### config.mk
export PLATFORM = sky130hd
export DESIGN_NAME = dw_parity_check
export DESIGN_NICKNAME = d
export VERILOG_FILES = /design/src/rtl/dpc_pkg.sv /design/src/rtl/dpc_lane_parity.sv /design/src/rtl/dpc_pkt_track.sv /design/src/rtl/dpc_sat_cnt.sv /design/src/rtl/dpc_err_report.sv /design/src/rtl/dw_parity_check.sv
export SDC_FILE = /design/constraint.sdc
export NUM_CORES = 1
export LEC_CHECK = 0
export ABC_CLOCK_PERIOD_IN_PS = 6740
export BUFFER_PORTS_ARGS = -buffer_cell sky130_fd_sc_hd__buf_2
export CORE_MARGIN = 2
export CORE_UTILIZATION = 47
export DETAILED_ROUTE_END_ITERATION = 10
export PLACE_DENSITY = 0.82
export SETUP_SLACK_MARGIN = 0.5
export SYNTH_ARGS = -nofsm -noshare
export SYNTH_HDL_FRONTEND = slang
export SYNTH_SLANG_ARGS = --single-unit
### constraint.sdc
create_clock -name clk -period 6.74 [get_ports clk]
set_input_delay 0.337 -clock clk [delete_from_list [all_inputs] [get_ports clk]]
set_output_delay 0.337 -clock clk [all_outputs]
set_load 0.1 [all_outputs]
### src/rtl/dpc_pkg.sv
package dpc_pkg;

  typedef enum logic [1:0] {
    MSG_NONE     = 2'b00,
    MSG_NONFATAL = 2'b01,
    MSG_FATAL    = 2'b10
  } msg_kind_e;

  // severity used for end-to-end parity errors after reset
  localparam msg_kind_e PARITY_MSG_KIND = MSG_NONFATAL;

endpackage

### src/rtl/dpc_lane_parity.sv
module dpc_lane_parity #(
  parameter int DATA_W = 32,
  parameter int LANE_W = 8
) (
  input  logic [DATA_W-1:0] data,
  input  logic              par,
  output logic              word_bad
);
  localparam int LANES = DATA_W / LANE_W;

  logic [LANES-1:0] lane_x;

  // lane-wise XOR first keeps each tree shallow, then one small combine
  for (genvar g = 0; g < LANES; g++) begin : g_lane
    assign lane_x[g] = ^data[g*LANE_W +: LANE_W];
  end

  assign word_bad = ^{lane_x, par};
endmodule

### src/rtl/dpc_pkt_track.sv
module dpc_pkt_track (
  input  logic clk,
  input  logic rst,
  input  logic valid,
  input  logic sop,
  input  logic eop,
  input  logic word_bad,
  input  logic chk_disable,
  output logic pkt_evt,
  output logic out_eop,
  output logic out_null
);
  logic pkt_err_q;
  logic prior_err;
  logic hit;

  // a start beat discards any leftover flag from an unterminated packet
  assign prior_err = (sop) ? 1'b0 : pkt_err_q;
  assign hit       = valid & ~chk_disable & word_bad;
  assign pkt_evt   = valid & eop & (prior_err | hit);

  always_ff @(posedge clk) begin
    if (rst) begin
      pkt_err_q <= 1'b0;
      out_eop   <= 1'b0;
      out_null  <= 1'b0;
    end else begin
      if (valid) begin
        pkt_err_q <= eop ? 1'b0 : (prior_err | hit);
      end
      out_eop  <= valid & eop;
      out_null <= pkt_evt;
    end
  end
endmodule

### src/rtl/dpc_sat_cnt.sv
module dpc_sat_cnt #(
  parameter int CNT_W = 8
) (
  input  logic             clk,
  input  logic             rst,
  input  logic             inc,
  input  logic             clr,
  output logic [CNT_W-1:0] value
);
  localparam logic [CNT_W-1:0] TOP = {CNT_W{1'b1}};

  logic [CNT_W-1:0] bumped;

  assign bumped = (value == TOP) ? TOP : value + 1'b1;

  always_ff @(posedge clk) begin
    if (rst) begin
      value <= '0;
    end else begin
      unique case ({clr, inc})
        2'b11:   value <= {{(CNT_W-1){1'b0}}, 1'b1};
        2'b10:   value <= '0;
        2'b01:   value <= bumped;
        default: value <= value;
      endcase
    end
  end
endmodule

### src/rtl/dpc_err_report.sv
module dpc_err_report
  import dpc_pkg::*;
#(
  parameter int CNT_W = 8
) (
  input  logic             clk,
  input  logic             rst,
  input  logic             pkt_evt,
  input  logic             rpt_en,
  input  logic             sts_clr,
  input  logic             cnt_rd,
  output logic             err_sts,
  output logic [CNT_W-1:0] err_cnt,
  output logic             msg_req,
  output logic [1:0]       msg_kind
);
  logic rise;

  // message only on a 0->1 change of the status bit
  assign rise = pkt_evt & ~err_sts;

  always_ff @(posedge clk) begin
    if (rst) begin
      err_sts  <= 1'b0;
      msg_req  <= 1'b0;
      msg_kind <= MSG_NONE;
    end else begin
      if (pkt_evt)      err_sts <= 1'b1;
      else if (sts_clr) err_sts <= 1'b0;
      msg_req  <= rise & rpt_en;
      msg_kind <= (rise & rpt_en) ? PARITY_MSG_KIND : MSG_NONE;
    end
  end

  dpc_sat_cnt #(.CNT_W(CNT_W)) u_cnt (
    .clk   (clk),
    .rst   (rst),
    .inc   (pkt_evt),
    .clr   (cnt_rd),
    .value (err_cnt)
  );
endmodule

### src/rtl/dw_parity_check.sv
module dw_parity_check #(
  parameter int DATA_W = 32,
  parameter int LANE_W = 8,
  parameter int CNT_W  = 8
) (
  input  logic              clk,
  input  logic              rst,
  input  logic              in_valid,
  input  logic              in_sop,
  input  logic              in_eop,
  input  logic [DATA_W-1:0] in_data,
  input  logic              in_par,
  input  logic              chk_disable,
  input  logic              rpt_en,
  input  logic              cnt_rd,
  input  logic              sts_clr,
  output logic              out_eop,
  output logic              out_null,
  output logic              err_sts,
  output logic [CNT_W-1:0]  err_cnt,
  output logic              msg_req,
  output logic [1:0]        msg_kind
);
  logic word_bad;
  logic pkt_evt;

  dpc_lane_parity #(.DATA_W(DATA_W), .LANE_W(LANE_W)) u_par (
    .data     (in_data),
    .par      (in_par),
    .word_bad (word_bad)
  );

  dpc_pkt_track u_trk (
    .clk         (clk),
    .rst         (rst),
    .valid       (in_valid),
    .sop         (in_sop),
    .eop         (in_eop),
    .word_bad    (word_bad),
    .chk_disable (chk_disable),
    .pkt_evt     (pkt_evt),
    .out_eop     (out_eop),
    .out_null    (out_null)
  );

  dpc_err_report #(.CNT_W(CNT_W)) u_rep (
    .clk      (clk),
    .rst      (rst),
    .pkt_evt  (pkt_evt),
    .rpt_en   (rpt_en),
    .sts_clr  (sts_clr),
    .cnt_rd   (cnt_rd),
    .err_sts  (err_sts),
    .err_cnt  (err_cnt),
    .msg_req  (msg_req),
    .msg_kind (msg_kind)
  );
endmodule

==> impl_results.md, run 1 <==
- Status: completed
- Crit Reg-Reg Startpoint: u_trk.pkt_err_q$_SDFFE_PP0P_
- Via-to-Cell Ratio: roughly 5.1
- Worst path buffer plus inverter count: 1
- Post-layout util: around two thirds
- Slowest-stage cell, CP: xnor3_2
- WHS: between 0.2 and 0.3 ns
- DRT Pass-1 Iters: 4
- # DRC: 0
- FMAX: 0.356 GHz
- Async set-reset flop share out of synthesis: 0%
- Setup crit end kind: register
- Clock Root Buffer: clkbuf_4
- Antenna Nets Post-Route: 0
- Worst endpoint data arrival time: 2.99 ns
- Post-layout net count: between 200 and 250
- Pre-CTS setup slack: 3.63 ns
- Endpoints failing hold: 0
- HPWL after DPL: around 2 mm
- Cell area after layout: 1330 sq um
- Max IR drop VDD: 163 uV
- Sequential area share after synthesis: 25.5%
- Gpl congestion: around 0.81
- Cells after synthesis: 126
- Port-buffer cells: 54
- Synth Cell Area: 1020 sq um
- Iteration-0 DRC count of the detailed router: 31
- TritonCTS clock tree: yes
- Post-route setup TNS: 0 ns
- Top FF cell, synth: dfxtp_1
- Reg-to-reg endpoint: u_rep.u_cnt.value[4]$_SDFFE_PP0P_
- Layout area overhead: 29.9%
- Chip Width: a little over 50 microns
- Diode count: 0
- Commonest non-fill, non-tap cell in the layout: buf_2
- CP peak stage delay: 0.40 ns
- Crit path cell chain: buf_2 -> xor2_1 -> xnor2_1 -> xnor2_2 -> xnor3_2 -> mux2_4 -> nor2_1 -> ha_1 -> nor2_1 -> and2_1 -> a41oi_1 -> nor3_1
- Clock sinks: 13
- Clock Skew: 0.00350 ns
- Critical path's top delay family: XOR/XNOR gates
- Drt wl/cell: ~12 microns
- First-pass GRT wire length: 4.27 mm
- Hold Path End: u_rep.msg_req$_SDFF_PP0_
- Relative slew slack: 62.5%
- CP Max Fanout: 11
- Leak: roughly 0.63 nW
- Max_cap viols: 0
- Most frequent cells in the layout: buf_2 (54), xnor2_1 (22), nor2_1 (16)
- Post-synth EDFFs: 0
- Reg area: 260 sq um
- Resized cells post-CTS: 0
- Initial core utilization: 51.1%
- WHS Path Cells: 3
- Vias in the first global route: around 1100
- Clk slew on worst S/H paths: 0.08 ns
- Data required time of the worst path: 6.91 ns
- Worst-Margin Slew: 0.558 ns
- Placed Area: 1300 sq um
- Largest net degree at the start of global routing: 14
- Vias: 1060
- Io pins: 56
- Setup Buffers After CTS: 0
- Initial antenna violation count: 0
- Max Slew Vio Count: 0
- Htree depth: 1
- Global route total overflow: 0
- Num CTS Buffers: 3
- Mean post-synth cell area: 8.11 sq um
- Die footprint: 2560 sq um
- Dpl cells: 202
- Setup Viol. Count Final: 0
- DIE HEIGHT: 50.6 microns
- Overall Power: roughly 0.29 mW
- Post-route non-filler standard cell count: 206
- Worst-Skew Late Latency: 0.29 ns
- Layout cells sized above 1: 34.1%
- Setup WS post-layout: 3.93 ns
- Unrepaired setup endpoints after global routing: false
- Count of hold-fix buffers inserted at cts: 0
- CTS Buffer Depth: 2
- GRT Overall Usage: 21.3%
- Hold Crit Class: in2reg
- WS Path Type: in2reg
- Syn_nets: about 170
- Worst r2r path cells: 8
- Startpoint types: input pin
- Netlist cell types: 34
- Core Box Area: approximately 2000 sq um
- Multi-input logic area: between 700 and 800 sq um
- Period utilisation layout: 41.7%
- WL final: 2.56 mm
- Filler Cell Count: 186
- Most used cell, CP: nor2_1
- #FFs+latches synth: 13
- Power Density: about 220 nW/um^2
- Ys Warns: 0
- Row cnt: 16
- Hold Crit Start: rpt_en
- Min Tclk post-route: 2.81 ns
- Reg2Reg Setup Slack: 4.72 ns
cell type report:
type | instances | share of cell area (%)
clock inverter | 1 | 0.377
inverter | 3 | 0.848
timing repair buffer | 54 | 20.4
tap | 27 | 2.54
sequential | 13 | 19.6
clock buffer | 3 | 1.70
multi-input combinational | 105 | 54.6
cell families (layout without fill, tap and decap cells):
| group | count (synthesis) | count (layout) | synth area share, % |
|---|---|---|---|
| AND/OR/NAND/NOR | 46 | 46 | 21.7 |
| XOR/XNOR | 30 | 30 | 29.3 |
| buffers and inverters | 8 | 61 | 3.67 |
| other | 1 | 1 | 0.367 |
| AO/OA/AOI/OAI | 22 | 22 | 12.2 |
| multiplexers | 2 | 2 | 2.45 |
| flip-flops | 13 | 13 | 25.5 |
| adder cells (fa/ha/maj) | 4 | 4 | 4.90 |
power by group:
group | switching [mW] | internal, mW
combinational | 0.0844 | 0.0689
clock | 0.0274 | 0.0221
sequential | 0.00311 | 0.0813
total | 0.115 | 0.172
metal layers:
layer	wire [microns]	vias up	global-route usage [%]
li1	-	534	-
met2	1320	38	39.7
met1	1040	482	23.8
met4	43	0	7.21
met3	156	6	4.46
met5	0	-	0
synthesized netlist by cell type (2+ instances only):
library cell / count / share of area, %
nand2_1: 9 / 3.3
a41oi_1: 2 / 1.7
clkbuf_1: 3 / 1.1
a21oi_1: 9 / 4.4
xnor2_1: 22 / 19
nand3_1: 4 / 2.0
ha_1: 4 / 4.9
dfxtp_1: 13 / 25
xor2_1: 5 / 4.3
nor2b_1: 2 / 1.2
nor3_1: 6 / 2.9
inv_1: 3 / 1.1
o21ai_0: 7 / 3.4
nor2_1: 16 / 5.9
buf_4: 2 / 1.5
flip-flops by register name, summed over array words and instances, names as in the netlist:
name               count
u_trk.pkt_err_q        1
u_trk.out_eop          1
u_rep.err_sts          1
u_trk.out_null         1
u_rep.msg_req          1
u_rep.u_cnt.value      8
how the worst max path moves through the flow:
stage | startpoint | endpoint | slack [ns] | cells past startpoint
finish | in_data[22] | u_rep.u_cnt.value[4]$_SDFFE_PP0P_ | 3.93 | 12
global route | in_data[11] | u_rep.u_cnt.value[4]$_SDFFE_PP0P_ | 3.71 | 12
detailed placement | in_data[22] | u_rep.u_cnt.value[4]$_SDFFE_PP0P_ | 3.63 | 12
global placement | in_data[11] | u_rep.u_cnt.value[4]$_SDFFE_PP0P_ | 3.74 | 12
CTS | in_data[22] | u_rep.u_cnt.value[4]$_SDFFE_PP0P_ | 3.94 | 12
floorplan | in_data[13] | u_rep.u_cnt.value[7]$_SDFFE_PP0P_ | 3.94 | 12
tightest hold or removal path, stage by stage:
cell and delay [ns]:
buf_2 0.10, nand2b_1 0.05, a21oi_1 0.03
Note: power is estimated with default switching activity, not from simulation.
==> inputs of run 2 (changes only) <==
ABC_CLOCK_PERIOD_IN_PS = 2500   (was 6740)
CORE_UTILIZATION = 40   (was 47)
PLACE_DENSITY = 0.74   (was 0.82)
clock period = 2.5 ns   (was 6.74 ns; I/O delays follow)
==> run 2 against run 1 <==
- critical path depth is the same
- highest routed layer unchanged
- register-to-register slack lost 4.1 ns
- via count grew 5.0%
- routed wire length grew 10%
- combinational power grew to 3.8 times the previous value
- hold slack lost 0.18 ns
- worst setup slack lost 3.6 ns
- power grew to 3.3 times the previous value
- flip-flop and latch count is the same
- critical path type unchanged
- sequential power grew to 2.7 times the previous value
==> impl_results.md, run 2 (synthesis gave the netlist of run 1 again) <==
- Drt wl/cell: 13.1 microns (+5.2%)
- Clk slew on worst S/H paths: 0.08 ns (about the same)
- Overall Power: 0.941 mW (+230%)
- Initial antenna violation count: 0 (unchanged)
- Diode count: 0 (unchanged)
- DRT Pass-1 Iters: 4 (unchanged)
- Setup WS post-layout: 0.332 ns (-3.60 ns)
- CTS Buffer Depth: 2 (unchanged)
- Post-layout net count: 233 (+3.1%)
- Worst-Margin Slew: 0.557 ns (-0.00133 ns)
- Min Tclk post-route: ~2.2 ns
- WS Path Type: in2reg
- Row cnt: 18 (+2)
- Io pins: 56 (unchanged)
- GRT Overall Usage: 19.7% (-1.6 points)
- Layout cells sized above 1: 50.0% (+16 points)
- FMAX: 0.461 GHz
- Chip Width: 54.6 microns (+7.7%)
- Largest net degree at the start of global routing: 14 (unchanged)
- Clock sinks: 13 (unchanged)
- WL final: 2.82 mm (+10%)
- Worst endpoint data arrival time: 2.34 ns (-0.65 ns)
- Unrepaired setup endpoints after global routing: true
- Htree depth: 1 (unchanged)
- Largest register FFs: 8 (unchanged)
- Reg-to-reg endpoint: u_rep.u_cnt.value[4]$_SDFFE_PP0P_
- Power Density: 581 nW/um^2 (+170%)
- Hold Crit Class: in2reg
- Initial core utilization: 41.6% (-9.4 points)
- Data required time of the worst path: 2.68 ns (-4.23 ns)
- Layout area overhead: 58.4%
- Max IR drop VDD: 485 uV (+200%)
- Iteration-0 DRC count of the detailed router: 38 (+23%)
- Num CTS Buffers: 3 (unchanged)
- Global route total overflow: 0 (unchanged)
- DIE HEIGHT: 54.6 microns (+7.7%)
- WHS Path Cells: 3 (unchanged)
- Commonest non-fill, non-tap cell in the layout: buf_2
- Status: completed
- First-pass GRT wire length: 4.25 mm (-0.49%)
- Period utilisation layout: 86.7%
- Most frequent cells in the layout: buf_2 (48), nor2_1 (14), dfxtp_1 (13)
- Most used cell, CP: xnor2_1
- Vias in the first global route: 1077 (+2.1%)
- CP Max Fanout: 6 (-5)
- Gpl congestion: 0.759 (-6.1%)
- Hold Crit Start: rpt_en
- Clock Root Buffer: clkbuf_4
- Setup Viol. Count Final: 0 (unchanged)
- Crit Reg-Reg Startpoint: u_trk.pkt_err_q$_SDFFE_PP0P_
- Slowest-stage cell, CP: xnor3_2
- Vias: 1113 (+5.0%)
- Worst r2r path cells: 9 (+1)
- Max Slew Vio Count: 0 (unchanged)
- Max_cap viols: 0 (unchanged)
- Relative slew slack: 62.6% (+0.089 points)
- Reg2Reg Setup Slack: 0.64 ns (-4.08 ns)
- Port-buffer cells: 54 (unchanged)
- Clock Skew: 0.00944 ns (+0.00595 ns)
- Worst-Skew Late Latency: 0.29 ns (about the same)
- Pre-CTS setup slack: -0.0177 ns (-3.64 ns)
- TritonCTS clock tree: yes
- Antenna Nets Post-Route: 0 (unchanged)
- Largest reg by FF count: u_rep.u_cnt.value
- Endpoints failing hold: 0 (unchanged)
- Post-layout util: 66.0% (-0.36 points)
- Setup crit end kind: register
- Hold Path End: u_rep.msg_req$_SDFF_PP0_
- HPWL after DPL: 2.00 mm (+0.21%)
- Die footprint: 2980 sq um (+16%)
- Via-to-Cell Ratio: 5.15 (+0.14%)
- # DRC: 0 (unchanged)
- Crit path cell chain: buf_2 -> xnor2_2 -> xnor2_1 -> xnor2_1 -> xnor3_2 -> mux2_4 -> or2_4 -> ha_4 -> and2_4 -> a21o_1 -> nand2_1 -> a21oi_1
- Leak: 0.752 nW (+19%)
- CP peak stage delay: 0.45 ns (+0.05 ns)
- Core Box Area: 2450 sq um (+23%)
- Startpoint types: input pin
[run 2: report_power, final]
part           total (mW)  switching [mW]  leakage [nW]  internal, mW
Clock               0.134          0.0721        0.0150        0.0620
Combinational       0.579           0.276         0.632         0.303
Sequential          0.228         0.00867         0.105         0.219
Total               0.941           0.357         0.752         0.584
[run 2: final cells by class]
| cell class | instances | area [sq um] |
|---|---|---|
| sequential | 13 | 260 |
| timing repair buffer | 60 | 357 |
| tap | 30 | 37.5 |
| fill | 215 | 836 |
| multi-input combinational | 106 | 927 |
| inverter | 3 | 11.3 |
| clock buffer | 4 | 26.3 |
[run 2: worst max-delay path, delay by kind of cell]
family                     cells  cell delay (ns)
AOI/OAI and AO/OA              2             0.20
xor gates and xnor gates       4             0.90
adders and majority gates      1             0.18
buffers and inverters          1             0.12
muxes                          1             0.34
and+or+nand+nor                3             0.47
[run 2: timing repair]
action                                  in CTS  in global routing
gates resized for setup                     15                 21
pin swaps                                   15                 13
endpoints found under the setup margin       8                  8
hold buffers                                 0                  0
gates cloned                                 1                  0
buffers inserted                             1                  2
[run 2: worst max-delay path by stage]
stage,cells past startpoint,startpoint,endpoint
6_report,12,in_data[3],u_rep.u_cnt.value[3]$_SDFFE_PP0P_
5_1_grt,12,in_data[9],u_rep.u_cnt.value[2]$_SDFFE_PP0P_
4_1_cts,11,in_data[12],u_rep.u_cnt.value[7]$_SDFFE_PP0P_
2_1_floorplan,12,in_data[9],u_rep.u_cnt.value[3]$_SDFFE_PP0P_
3_3_place_gp,13,in_data[22],u_rep.u_cnt.value[3]$_SDFFE_PP0P_
3_5_place_dp,12,in_data[3],u_rep.u_cnt.value[4]$_SDFFE_PP0P_
[run 2: metrics by stage]
stage | hold WS (ns) | cells | setup TNS [ns] | area, sq um
2_1_floorplan | 0.217 | 126 | 0 | 1050
6_report | 0.0939 | 216 | 0 | 1620
4_1_cts | 0.0924 | 214 | 0 | 1480
5_1_grt | 0.109 | 216 | 0 | 1620
3_3_place_gp | 0.371 | 208 | 0 | 1350
3_5_place_dp | 0.383 | 208 | -0.0338 | 1350
[run 2: routing by layer]
layer	part of all wire, %	track usage [%]	up-vias
met2	55	37.8	46
met3	5.4	4.10	8
li1	-	-	545
met1	38	20.9	514
met4	1.6	7.08	0
met5	0	0	-
